===== src/rtl/pio_cfg_pkg.sv =====
package pio_cfg_pkg;

    localparam int DATA_W = 32;
    localparam int OFF_W  = 6;

    localparam logic [OFF_W-1:0] OFF_CTRL   = 6'h00;
    localparam logic [OFF_W-1:0] OFF_STATUS = 6'h04;
    localparam logic [OFF_W-1:0] OFF_ADDR_L = 6'h08;
    localparam logic [OFF_W-1:0] OFF_ADDR_H = 6'h0C;
    localparam logic [OFF_W-1:0] OFF_WDATA  = 6'h10;
    localparam logic [OFF_W-1:0] OFF_STRB   = 6'h14;
    localparam logic [OFF_W-1:0] OFF_RDATA  = 6'h18;
    localparam logic [OFF_W-1:0] OFF_START  = 6'h1C;
    localparam logic [OFF_W-1:0] OFF_DONE   = 6'h20;

    localparam logic [3:0] TYPE_RD0 = 4'h8;
    localparam logic [3:0] TYPE_RD1 = 4'h9;

    localparam logic [2:0] CODE_OK    = 3'd0;
    localparam logic [2:0] CODE_ABORT = 3'd4;

    typedef struct packed {
        logic [2:0]        code;
        logic              err;
        logic              nonposted;
        logic              is_read;
        logic [DATA_W-1:0] data;
    } cpl_t;

    function automatic logic type_is_read(input logic [3:0] t);
        return (t == TYPE_RD0) || (t == TYPE_RD1);
    endfunction

endpackage


===== src/rtl/pio_cfg_regs.sv =====
module pio_cfg_regs
    import pio_cfg_pkg::*;
(
    input  logic                 clk,
    input  logic                 rst_n,
    input  logic                 bus_we,
    input  logic [OFF_W-1:0]     bus_addr,
    input  logic [DATA_W-1:0]    bus_wdata,
    output logic [DATA_W-1:0]    bus_rdata,
    input  logic                 busy,
    input  logic                 cpl_valid,
    input  cpl_t                 cpl,
    output logic                 start_wr,
    output logic [3:0]           cfg_type,
    output logic [2*DATA_W-1:0]  cfg_addr,
    output logic [DATA_W-1:0]    cfg_wdata,
    output logic [3:0]           cfg_strb,
    output logic                 done
);

    typedef struct packed {
        logic [3:0]        rtype;
        logic              win_bypass;
        logic [DATA_W-1:0] addr_lo;
        logic [DATA_W-1:0] addr_hi;
        logic [DATA_W-1:0] wdata;
        logic [3:0]        strb;
        logic [2:0]        code;
        logic              err;
        logic              nonposted;
        logic [DATA_W-1:0] rdata;
        logic              done;
    } regs_t;

    regs_t regs_d, regs_q;

    always_comb begin
        regs_d = regs_q;
        if (bus_we) begin
            case (bus_addr)
                OFF_CTRL: begin
                    regs_d.rtype      = bus_wdata[3:0];
                    regs_d.win_bypass = bus_wdata[24];
                end
                OFF_ADDR_L: regs_d.addr_lo = bus_wdata;
                OFF_ADDR_H: regs_d.addr_hi = bus_wdata;
                OFF_WDATA:  regs_d.wdata   = bus_wdata;
                OFF_STRB:   regs_d.strb    = bus_wdata[3:0];
                OFF_DONE:   if (bus_wdata[0]) regs_d.done = 1'b0;
                default: ;
            endcase
        end
        if (cpl_valid) begin
            regs_d.code      = cpl.code;
            regs_d.err       = cpl.err;
            regs_d.nonposted = cpl.nonposted;
            regs_d.done      = 1'b1;
            if (cpl.is_read && (cpl.code == CODE_OK) && !cpl.err)
                regs_d.rdata = cpl.data;
        end
    end

    always_ff @(posedge clk or negedge rst_n) begin
        if (!rst_n) regs_q <= '0;
        else        regs_q <= regs_d;
    end

    always_comb begin
        case (bus_addr)
            OFF_CTRL:   bus_rdata = {7'b0, regs_q.win_bypass, 20'b0, regs_q.rtype};
            OFF_STATUS: bus_rdata = {20'b0, regs_q.err, regs_q.nonposted, regs_q.code, 7'b0};
            OFF_ADDR_L: bus_rdata = regs_q.addr_lo;
            OFF_ADDR_H: bus_rdata = regs_q.addr_hi;
            OFF_WDATA:  bus_rdata = regs_q.wdata;
            OFF_STRB:   bus_rdata = {28'b0, regs_q.strb};
            OFF_RDATA:  bus_rdata = regs_q.rdata;
            OFF_START:  bus_rdata = {31'b0, busy};
            OFF_DONE:   bus_rdata = {31'b0, regs_q.done};
            default:    bus_rdata = '0;
        endcase
    end

    assign start_wr  = bus_we && (bus_addr == OFF_START) && bus_wdata[0];
    assign cfg_type  = regs_q.rtype;
    assign cfg_addr  = {regs_q.addr_hi, regs_q.addr_lo};
    assign cfg_wdata = regs_q.wdata;
    assign cfg_strb  = regs_q.strb;
    assign done      = regs_q.done;

    // a completion that does not qualify leaves read data untouched
    p_rdata_hold_r7: assert property (@(posedge clk) disable iff (!rst_n)
        (cpl_valid && !(cpl.is_read && cpl.code == CODE_OK && !cpl.err))
        |=> $stable(regs_q.rdata));

    // with no transfer running, a response leaves the status word alone
    p_idle_status_r10: assert property (@(posedge clk) disable iff (!rst_n)
        (!busy && !(bus_we && bus_addr == OFF_START)) |=>
        ($stable(regs_q.code) && $stable(regs_q.err)));

endmodule


===== src/rtl/pio_cfg_seq.sv =====
module pio_cfg_seq
    import pio_cfg_pkg::*;
#(
    parameter int TIMEOUT_CYCLES = 1000
) (
    input  logic                 clk,
    input  logic                 rst_n,
    input  logic                 start_wr,
    input  logic [3:0]           cfg_type,
    input  logic [2*DATA_W-1:0]  cfg_addr,
    input  logic [DATA_W-1:0]    cfg_wdata,
    input  logic [3:0]           cfg_strb,
    input  logic                 rsp_valid,
    input  logic [2:0]           rsp_status,
    input  logic                 rsp_err,
    input  logic [DATA_W-1:0]    rsp_data,
    output logic                 req_valid,
    output logic [3:0]           req_type,
    output logic [2*DATA_W-1:0]  req_addr,
    output logic [DATA_W-1:0]    req_wdata,
    output logic [3:0]           req_strb,
    output logic                 busy,
    output logic                 cpl_valid,
    output cpl_t                 cpl
);

    localparam int CNT_W = $clog2(TIMEOUT_CYCLES + 1);
    localparam logic [CNT_W-1:0] CNT_LAST = CNT_W'(TIMEOUT_CYCLES - 1);

    typedef enum logic { S_IDLE, S_WAIT } state_e;

    typedef struct packed {
        state_e               state;
        logic                 req;
        logic [3:0]           rtype;
        logic [2*DATA_W-1:0]  addr;
        logic [DATA_W-1:0]    wdata;
        logic [3:0]           strb;
        logic [CNT_W-1:0]     cnt;
    } seq_t;

    seq_t seq_d, seq_q;

    always_comb begin
        seq_d     = seq_q;
        seq_d.req = 1'b0;
        cpl_valid = 1'b0;
        cpl       = '0;
        case (seq_q.state)
            S_IDLE: begin
                if (start_wr) begin
                    seq_d.state = S_WAIT;
                    seq_d.req   = 1'b1;
                    seq_d.rtype = cfg_type;
                    seq_d.addr  = cfg_addr;
                    seq_d.wdata = cfg_wdata;
                    seq_d.strb  = type_is_read(cfg_type) ? 4'hF : cfg_strb;
                    seq_d.cnt   = '0;
                end
            end
            default: begin
                cpl.nonposted = seq_q.rtype[3];
                cpl.is_read   = type_is_read(seq_q.rtype);
                if (rsp_valid) begin
                    cpl_valid   = 1'b1;
                    cpl.code    = rsp_status;
                    cpl.err     = rsp_err;
                    cpl.data    = rsp_data;
                    seq_d.state = S_IDLE;
                end else if (seq_q.cnt == CNT_LAST) begin
                    cpl_valid   = 1'b1;
                    cpl.code    = CODE_ABORT;
                    cpl.err     = 1'b1;
                    seq_d.state = S_IDLE;
                end else begin
                    seq_d.cnt = seq_q.cnt + 1'b1;
                end
            end
        endcase
    end

    always_ff @(posedge clk or negedge rst_n) begin
        if (!rst_n) seq_q <= '{state: S_IDLE, default: '0};
        else        seq_q <= seq_d;
    end

    assign busy      = (seq_q.state == S_WAIT);
    assign req_valid = seq_q.req;
    assign req_type  = seq_q.rtype;
    assign req_addr  = seq_q.addr;
    assign req_wdata = seq_q.wdata;
    assign req_strb  = seq_q.strb;

    // the request strobe is a single cycle
    p_req_single_r3: assert property (@(posedge clk) disable iff (!rst_n)
        req_valid |=> !req_valid);

    // a request only follows a start written while idle
    p_req_cause_r3: assert property (@(posedge clk) disable iff (!rst_n)
        req_valid |-> $past(start_wr && !busy));

    // no new request while the previous transfer is still running
    p_no_restart_r5: assert property (@(posedge clk) disable iff (!rst_n)
        (busy && $past(busy)) |-> !req_valid);

    // read codes always carry the full byte mask
    p_read_mask_r4: assert property (@(posedge clk) disable iff (!rst_n)
        (req_valid && type_is_read(req_type)) |-> (req_strb == 4'hF));

endmodule


===== src/rtl/pio_cfg_engine.sv =====
module pio_cfg_engine
    import pio_cfg_pkg::*;
#(
    parameter int TIMEOUT_CYCLES = 1000
) (
    input  logic         clk,
    input  logic         rst_n,
    input  logic         bus_we,
    input  logic [5:0]   bus_addr,
    input  logic [31:0]  bus_wdata,
    output logic [31:0]  bus_rdata,
    output logic         req_valid,
    output logic [3:0]   req_type,
    output logic [63:0]  req_addr,
    output logic [31:0]  req_wdata,
    output logic [3:0]   req_strb,
    input  logic         rsp_valid,
    input  logic [2:0]   rsp_status,
    input  logic         rsp_err,
    input  logic [31:0]  rsp_data
);

    logic                start_wr;
    logic                busy;
    logic                cpl_valid;
    cpl_t                cpl;
    logic [3:0]          cfg_type;
    logic [2*DATA_W-1:0] cfg_addr;
    logic [DATA_W-1:0]   cfg_wdata;
    logic [3:0]          cfg_strb;
    logic                done;

    pio_cfg_regs u_regs (
        .clk       (clk),
        .rst_n     (rst_n),
        .bus_we    (bus_we),
        .bus_addr  (bus_addr),
        .bus_wdata (bus_wdata),
        .bus_rdata (bus_rdata),
        .busy      (busy),
        .cpl_valid (cpl_valid),
        .cpl       (cpl),
        .start_wr  (start_wr),
        .cfg_type  (cfg_type),
        .cfg_addr  (cfg_addr),
        .cfg_wdata (cfg_wdata),
        .cfg_strb  (cfg_strb),
        .done      (done)
    );

    pio_cfg_seq #(
        .TIMEOUT_CYCLES (TIMEOUT_CYCLES)
    ) u_seq (
        .clk        (clk),
        .rst_n      (rst_n),
        .start_wr   (start_wr),
        .cfg_type   (cfg_type),
        .cfg_addr   (cfg_addr),
        .cfg_wdata  (cfg_wdata),
        .cfg_strb   (cfg_strb),
        .rsp_valid  (rsp_valid),
        .rsp_status (rsp_status),
        .rsp_err    (rsp_err),
        .rsp_data   (rsp_data),
        .req_valid  (req_valid),
        .req_type   (req_type),
        .req_addr   (req_addr),
        .req_wdata  (req_wdata),
        .req_strb   (req_strb),
        .busy       (busy),
        .cpl_valid  (cpl_valid),
        .cpl        (cpl)
    );

    // every completion leaves start clear and done set
    p_cpl_done_r6: assert property (@(posedge clk) disable iff (!rst_n)
        cpl_valid |=> (!busy && done));

    // a silent link ends in an abort with the error flag set
    p_timeout_abort_r8: assert property (@(posedge clk) disable iff (!rst_n)
        (cpl_valid && !rsp_valid) |-> (cpl.code == CODE_ABORT && cpl.err));

endmodule


===== config.mk =====
export PLATFORM = sky130hd
export DESIGN_NAME = pio_cfg_engine
export DESIGN_NICKNAME = d
export VERILOG_FILES = /design/src/rtl/pio_cfg_pkg.sv /design/src/rtl/pio_cfg_regs.sv /design/src/rtl/pio_cfg_seq.sv /design/src/rtl/pio_cfg_engine.sv
export SDC_FILE = /design/constraint.sdc
export NUM_CORES = 1
export LEC_CHECK = 0
export BUFFER_PORTS_ARGS = -buffer_cell sky130_fd_sc_hd__buf_2
export CAP_MARGIN = 10
export CORE_MARGIN = 10
export CORE_UTILIZATION = 40
export CTS_CLUSTER_DIAMETER = 60
export DETAILED_ROUTE_END_ITERATION = 8
export GPL_TIMING_DRIVEN = 0
export RECOVER_POWER = 50
export SLEW_MARGIN = 0
export SYNTH_ARGS = -nofsm -noshare
export SYNTH_HDL_FRONTEND = slang
export SYNTH_SLANG_ARGS = --single-unit

===== constraint.sdc =====
create_clock -name clk -period 1.7 [get_ports clk]
set_input_delay 0.255 -clock clk [delete_from_list [all_inputs] [get_ports clk]]
set_output_delay 0.255 -clock clk [all_outputs]
set_load 0.03 [all_outputs]

==> results.cfg, run 1 <==
[run_status]
status = complete, but fails checks
violations = negative setup slack

[power_and_ir_drop]
sw_frac_of_total = 0.243
power.switching_uw = 3500
pwr_density_cell_nw_per_um2 = 880
internal-power_uw = 10900
clkPwrFrac = 0.410
seq_power_share = 0.487
cellLeakagePower_uw = 0.00826
total_power_uw = 14400
peakVddDrop_mv = 0.638
p_comb_frac = 0.103

[worst_setup_path]
reg2regPathDepth = 5
regToRegSetupSlack_ns = -0.07
crit_fanout = 5
end_kind = output pin
criticalPathCategory = primary input to output pin
critPathLaunchType = primary input
reg2reg_from = u_seq.seq_q[0]
crit_start = bus_addr[3]
cp-endpoint = bus_rdata[6]
critPathRequiredTime_ns = 1.44
reg2reg_to = u_regs.regs_q[33]
cp.arrival_ns = 1.70

[floorplanning]
core_area_um2 = 28600
io_pins = 215
die_w_um = 190
design.die.area_um2 = 36200
start_util = 0.405
num_rows = 62
die_y_um = 190

[cts]
clk_path_buf_depth = 3
cts_root_buffer = clkbuf_16
clk_pin_slew_worst_paths_ns = 0.06
cts_buffers = 29
htree_levels = 1
cts_tree = built
clkSinkCount = 259
clock_insertion_delay_worst_skew_ns = 0.53

[sta]
tightest_slew_ns = 0.586
timing.setup.tns_ns = -7.43
drv_slew = 0
relSlewSlack = 0.609
rsz0062_at_grt = true
fin_crit_sh = 1.15
hold_violations = 0
setup_viol_count_final = 67
fmax_mhz = 511
skew_ns = 0.0106
hold_ws_ns = 0.0361
period_needed_ns = 1.96
fin_ws_ns = -0.258

[route]
via_per_inst = 5.00
ant_nets = 0
drc = 0
drtPass1Iterations = 4
met1_length_um = 16500
vias = 8253
drtIter0Drc = 406
wl_um = 36300
wl_met2_um = 16900
wl_met3_um = 2410
wire_per_inst_um = 22.0
top_layer = met5

[synthesis]
synthAdderAreaFrac = 0.00108
synth_edf_count = 0
syn_avg_cell_area_um2 = 12.7
synth_ff_type = dfrtp_1
yosysWarnings = 0
synth_area_um2 = 11600
ys_ff_latch = 259
muxShareOfSynthArea = 0.212
synthArstFlopShare = 1.00
seq_area_frac_synth = 0.559
synth_xor_area_frac = 0.00453
synth.distinct_cells = 46
syn_nets = 995
yosys.area_share.simple = 0.0674
synth_top_family_by_area = multiplexers
synth_compound_area_frac = 0.0670
syn_inst = 916

[cells_and_area]
ff_latch_area_um2 = 6480
area_growth_pct = 41.0
fin_cells = 1651
final_cell_mix = dfrtp_1, buf_2, buf_4
multiInputGateArea_um2 = 4740
fin_nets = 1329
drive_gt1_frac = 0.566
layout_commonest_cell = dfrtp_1
nFillCells = 2391

[place]
placedCellCount = 1515
dpl.hpwl_um = 23500
io_buffer_count = 213
gp_congestion = 0.774
preCtsSetupSlack_ns = -0.823

[global_routing]
antenna_found_initial = 3
grt.total_usage = 0.188
grt_max_degree = 115
first_global_vias = 8697
grt_pass1_wl_um = 52900
globalRoute.totalOverflow = 0

[job]
drv_cap = 0

[worst_hold_path]
whs_path_depth = 2
hold_path.class = primary input to flip-flop
-- repair_timing --
| item | in CTS | in global routing |
|---|---|---|
| hold endpoints to repair | 160 | 0 |
| hold buffers | 66 | 0 |
| buffers inserted | 9 | 8 |
| setup endpoints to repair | 182 | 244 |
| gates resized for setup | 185 | 130 |
| gates cloned | 2 | 7 |
| pin swaps | 20 | 9 |
-- synthesized netlist by cell type (all sizes together) (5+ instances only) --
cell      n  area [um^2]
nand3    12         60.1
nor3      6         41.3
o21ai    36          180
xnor2     5         43.8
clkbuf   20         76.3
mux2    207         2440
nand2   102          385
buf     133          942
a22oi    66          495
dfrtp   259         6480
nor2     21         86.3
inv       5         18.8
a21oi     5         25.0
-- power groups by stage --
stage | logic, uW | registers [uW] | clock network [uW]
after floorplan | 815 | 6930 | 0
after global placement | 1210 | 7050 | 0
after detailed placement | 1260 | 7060 | 0
after CTS | 1440 | 6970 | 6030
after global routing | 1610 | 7070 | 6290
final | 1480 | 7000 | 5900
-- state kept, by name, summed over array words and instances, names as in the netlist --
register / flops
u_regs.cfg_addr: 64
u_seq.req_addr: 64
u_regs.regs_q: 38
u_regs.cfg_wdata: 32
u_seq.req_wdata: 32
u_seq.seq_q: 10
u_regs.cfg_strb: 4
u_regs.cfg_type: 4
u_seq.req_strb: 4
u_seq.req_type: 4
u_regs.done: 1
u_seq.busy: 1
u_seq.req_valid: 1
-- critical path, cell delays in order --
cell and delay (ns):
buf_8 0.10, or4_4 0.55, nor2_4 0.12, buf_12 0.14
buf_12 0.12, buf_12 0.13, a22oi_2 0.06, nand2_2 0.09
buf_6 0.13
-- stage by stage --
| step | util | instance area [um^2] |
|---|---|---|
| global route | 0.571 | 16300 |
| detailed placement | 0.466 | 13300 |
| floorplan | - | 11700 |
| finish | 0.571 | 16300 |
| global placement | 0.463 | 13300 |
| CTS | 0.547 | 15600 |
-- kinds of logic after synthesis --
family | after synthesis
AND/OR/NAND/NOR | 168
buffers and inverters | 158
AO/OA/AOI/OAI | 116
XOR/XNOR | 6
adder cells (fa/ha/maj) | 1
multiplexers | 208
flip-flops | 259
-- worst min-delay path by stage --
stage,start,endpoint,slack (ns)
floorplan,rst_n,u_regs.cfg_addr[0],-0.04
global placement,u_regs.regs_q[17],u_regs.regs_q[17],0.46
detailed placement,rst_n,u_seq.req_addr[59],0.16
CTS,bus_wdata[2],u_regs.cfg_addr[2],0.02
global route,bus_wdata[3],u_regs.cfg_addr[35],0.04
finish,bus_wdata[2],u_regs.cfg_addr[2],0.04
-- area by class of cell --
type | count | area share
multi-input cells | 499 | 0.290
plain buffers | 150 | 0.0834
inverters | 5 | 0.00115
well taps | 384 | 0.0294
clock buffers | 39 | 0.0498
diodes | 1 | 0.000153
clock inverters | 8 | 0.00398
flip-flops and latches | 259 | 0.397
repair buffers | 306 | 0.145
-- per-layer routing --
layer	vias up	track usage
met5	-	0
met4	4	0.0312
met3	39	0.0450
met2	231	0.301
met1	4200	0.258
li1	3779	-
Note: power is estimated with default switching activity, not from simulation.
==> run 2: changes to the inputs <==
clock period = 2.35 ns   (was 1.7 ns; I/O delays follow)
==> results.cfg, run 2 (synthesized netlist as in run 1, its figures left out) <==
[cts]
clkSinkCount = 259
clk_pin_slew_worst_paths_ns = 0.06
cts_root_buffer = clkbuf_16
cts_buffers = 31
clock_insertion_delay_worst_skew_ns = 0.56
clk_path_buf_depth = 3
htree_levels = 1
cts_tree = built

[job]
drv_cap = 0

[sta]
hold_ws_ns = 0.0397
setup_viol_count_final = 0
period_needed_ns = 2.31
fmax_mhz = 433
rsz0062_at_grt = true
hold_violations = 0
fin_crit_sh = 0.983
drv_slew = 0
relSlewSlack = 0.259
tightest_slew_ns = 1.11
skew_ns = 0.0186

[worst_hold_path]
whs_path_depth = 3
hold_path.class = primary input to flip-flop

[route]
wl_um = 33500
vias = 7930
ant_nets = 0
via_per_inst = 5.03
drc = 0
drtPass1Iterations = 4
wire_per_inst_um = 21.3
drtIter0Drc = 478

[global_routing]
first_global_vias = 8324
globalRoute.totalOverflow = 0
grt.total_usage = 0.181
grt_max_degree = 110
antenna_found_initial = 2
grt_pass1_wl_um = 50800

[cells_and_area]
nFillCells = 2566
layout_commonest_cell = dfrtp_1
final_cell_mix = dfrtp_1, buf_2, mux2_2
fin_cells = 1576
fin_nets = 1246
drive_gt1_frac = 0.525
area_growth_pct = 23.7
num_antenna_cells = 0

[floorplanning]
core_area_um2 = 28600
die_y_um = 190
design.die.area_um2 = 36200
start_util = 0.405
io_pins = 215
num_rows = 62
die_w_um = 190

[worst_setup_path]
criticalPathCategory = primary input to output pin
cp.arrival_ns = 1.96
critPathRequiredTime_ns = 2.00
reg2regPathDepth = 6
critPathLaunchType = primary input
crit_fanout = 10
end_kind = output pin

[power_and_ir_drop]
cellLeakagePower_uw = 0.00765
pwr_density_cell_nw_per_um2 = 744
peakVddDrop_mv = 0.529

[run_status]
status = complete, no violations

[place]
dpl.hpwl_um = 23800
gp_congestion = 0.829
placedCellCount = 1515
io_buffer_count = 213
run 2: cell types whose count changed in the layout (fill, tap and decap cells not counted), sizes merged:
cell         change
bufinv           +1
diode            -1
clkinvlp         +2
clkbuf           -3
buf             -11
inv              +2
dlygate4sd3     -65
run 2: layer usage:
layer	up-vias	GRT usage	routed length [um]
li1	3630	-	-
met1	4011	0.243	14900
met2	233	0.291	15700
met3	52	0.0441	2200
met4	4	0.0403	710
met5	-	0	26
run 2: worst paths after layout:
path | start | to | slack [ns]
setup / recovery | bus_addr[1] | bus_rdata[5] | 0.04
hold / removal | rsp_data[9] | u_regs.regs_q[10] | 0.04
setup reg to reg | u_seq.busy | u_seq.req_addr[2] | 0.37
hold reg to reg | u_regs.regs_q[5] | u_regs.regs_q[5] | 0.48
max in group asynchronous | rst_n | u_regs.cfg_addr[46] | 0.45
min in group asynchronous | rst_n | u_seq.req_addr[60] | 0.33
run 2: cell type report:
type	instances	area (um^2)	area share
clock buffer	45	888	0.0619
tap	384	480	0.0335
buffer	152	1090	0.0760
inverter	5	18.8	0.00131
sequential	259	6480	0.452
clock inverter	13	141	0.00985
multi-input combinational	499	4090	0.285
timing repair buffer	219	1150	0.0804
run 2: worst max-delay path, cell delays in order:
cell	delay, ns
buf_2	0.12
or4_4	0.58
nor2_4	0.24
buf_8	0.22
a22oi_1	0.11
nand2_1	0.12
buf_2	0.21
run 2: what timing repair did:
item                                    4_1_cts  5_1_grt
hold endpoints to repair                     70        0
setup buffers                                 0        3
hold buffers                                  1        0
endpoints found under the setup margin       32       64
pin swaps                                     0        1
resized for setup                            24       28
run 2: power by group:
part           internal (uW)  switching, uW
registers               4780            247
clock network           2850           1900
logic                    457            439
total                   8090           2590
run 2: through the flow:
step	TNS (ns)	worst slack [ns]	utilization	area [um^2]	total power, uW
detailed placement	-13.57	-0.601	0.461	13200	6010
global route	-0.123	-0.0366	0.501	14300	11100
CTS	-0.265	-0.0441	0.499	14300	10800
finish	0	0.0399	0.501	14300	10700
global placement	-1032.43	-3.95	0.459	13100	5960
floorplan	0	0.309	-	11600	5600
==> run 3: changes to the inputs <==
--- a/constraint.sdc
+++ b/constraint.sdc
@@ -3,2 +3,2 @@
 set_output_delay 0.3525 -clock clk [all_outputs]
-set_load 0.03 [all_outputs]
+set_load 0.01 [all_outputs]
==> results.cfg, run 3 (synthesized netlist as in run 1, its figures left out) <==
[sta]
hold_ws_ns = 0.0386
skew_ns = 0.0189
tightest_slew_ns = 1.13
fmax_mhz = 442
drv_slew = 0
rsz0062_at_grt = true
relSlewSlack = 0.248
timing.setup.tns_ns = 0
period_needed_ns = 2.26
hold_violations = 0
setup_viol_count_final = 0
fin_crit_sh = 0.962

[worst_setup_path]
cp_num_buf_inv = 3
cp_top_family = simple AND/OR/NAND/NOR gates
cp.arrival_ns = 1.91
cp_slowest_stage_delay_ns = 0.58
criticalPathCategory = primary input to output pin
critPathLaunchType = primary input
crit_fanout = 10
crit_path_cell_trace = buf_2, or4_4, nor2_4, buf_6, a22oi_1, nand3_1, buf_2
critPathRequiredTime_ns = 2.00
crit_top_cell = buf_2
slowest_stage = or4_4
end_kind = output pin

[route]
via_per_inst = 5.03
wl_um = 33600
drc = 0
ant_nets = 0
drtIter0Drc = 476
drtPass1Iterations = 4
wire_per_inst_um = 21.3
vias = 7928

[global_routing]
busiest_layer = met2
grt_pass1_wl_um = 50800
globalRoute.totalOverflow = 0
grt_use_met2 = 0.291
grt_use_met1 = 0.242
antenna_found_initial = 2
grt.total_usage = 0.181
met3_usage = 0.0441
first_global_vias = 8329
grt_max_degree = 110

[floorplanning]
core_area_um2 = 28600
die_w_um = 190
num_rows = 62
io_pins = 215
design.die.area_um2 = 36200
die_y_um = 190
start_util = 0.405

[cells_and_area]
multiInputGateArea_um2 = 4000
nFillCells = 2620
fin_nets = 1246
final_cell_mix = dfrtp_1, buf_2, mux2_2
drive_gt1_frac = 0.479
area_growth_pct = 21.9
layout_commonest_cell = dfrtp_1
ff_latch_area_um2 = 6480
num_antenna_cells = 0

[power_and_ir_drop]
total_power_uw = 10500
peakVddDrop_mv = 0.530
pwr_density_cell_nw_per_um2 = 745
cellLeakagePower_uw = 0.00742

[cts]
clkSinkCount = 259
cts_root_buffer = clkbuf_16
clk_path_buf_depth = 3
cts_tree = built
cts_buffers = 31
htree_levels = 1
clk_pin_slew_worst_paths_ns = 0.06
clock_insertion_delay_worst_skew_ns = 0.56

[place]
dpl.hpwl_um = 23800
io_buffer_count = 213
gp_congestion = 0.829

[worst_hold_path]
hold_path.class = primary input to flip-flop

[job]
drv_cap = 0

[run_status]
status = complete, no violations
## run 3: cell types whose count changed in the layout (fill, tap and decap cells not counted), moves of 2 or more
cell	previous run	this run
mux2_1	0	25
buf_6	6	4
clkbuf_2	1	6
clkbuf_4	8	4
buf_2	231	209
buf_4	111	109
mux2_4	30	5
clkbuf_1	17	45
## run 3: cell type report
class	count	share of cell area
well taps	384	0.0340
inverters	5	0.00133
flip-flops and latches	259	0.458
multi-input cells	499	0.283
clock inverters	13	0.0100
repair buffers	218	0.0768
plain buffers	153	0.0741
clock buffers	45	0.0628
## run 3: repair_timing
item	in CTS	in global routing
hold endpoints to repair	70	0
setup buffers	0	2
pin swaps	0	1
hold buffers	1	0
gates resized for setup	20	19
setup endpoints to repair	32	63
## run 3: through the flow
stage | utilization | std cells | cell area, um^2 | setup WS [ns]
2_1_floorplan | - | 916 | 11600 | 0.441
3_3_place_gp | 0.459 | 1513 | 13100 | -3.95
3_5_place_dp | 0.461 | 1515 | 13200 | -0.534
4_1_cts | 0.499 | 1574 | 14300 | -0.0133
5_1_grt | 0.494 | 1576 | 14100 | -0.00314
6_report | 0.494 | 1576 | 14100 | 0.0883
## run 3: routing by layer
metal  share of wire  wire [um]
met1            0.45      15000
met2            0.47      15800
met3           0.063       2130
met4           0.020        689
met5         0.00077         26
## run 3: path summary, 6_finish.rpt
kind	slack [ns]	from	to	depth (start not counted)
worst min-delay path	0.04	rsp_data[9]	u_regs.regs_q[10]	3
max in group asynchronous	0.43	rst_n	u_seq.req_addr[46]	3
worst max register to register	0.36	u_seq.seq_q[0]	u_regs.regs_q[33]	5
min in group asynchronous	0.33	rst_n	u_seq.req_addr[60]	2
worst max-delay path	0.09	bus_addr[1]	bus_rdata[10]	7
worst min register to register	0.48	u_regs.regs_q[5]	u_regs.regs_q[5]	2
## run 3: report_power, final
| part | total, uW | internal (uW) | switching [uW] |
|---|---|---|---|
| Sequential | 5020 | 4780 | 243 |
| Clock | 4760 | 2850 | 1910 |
| Combinational | 748 | 402 | 345 |
| Total | 10500 | 8030 | 2500 |
## run 3: tightest hold or removal path: cells and delay by family
family          cells  cell delay [ns]
buf+inv             1             0.10
compound gates      1             0.06
simple gates        1             0.04
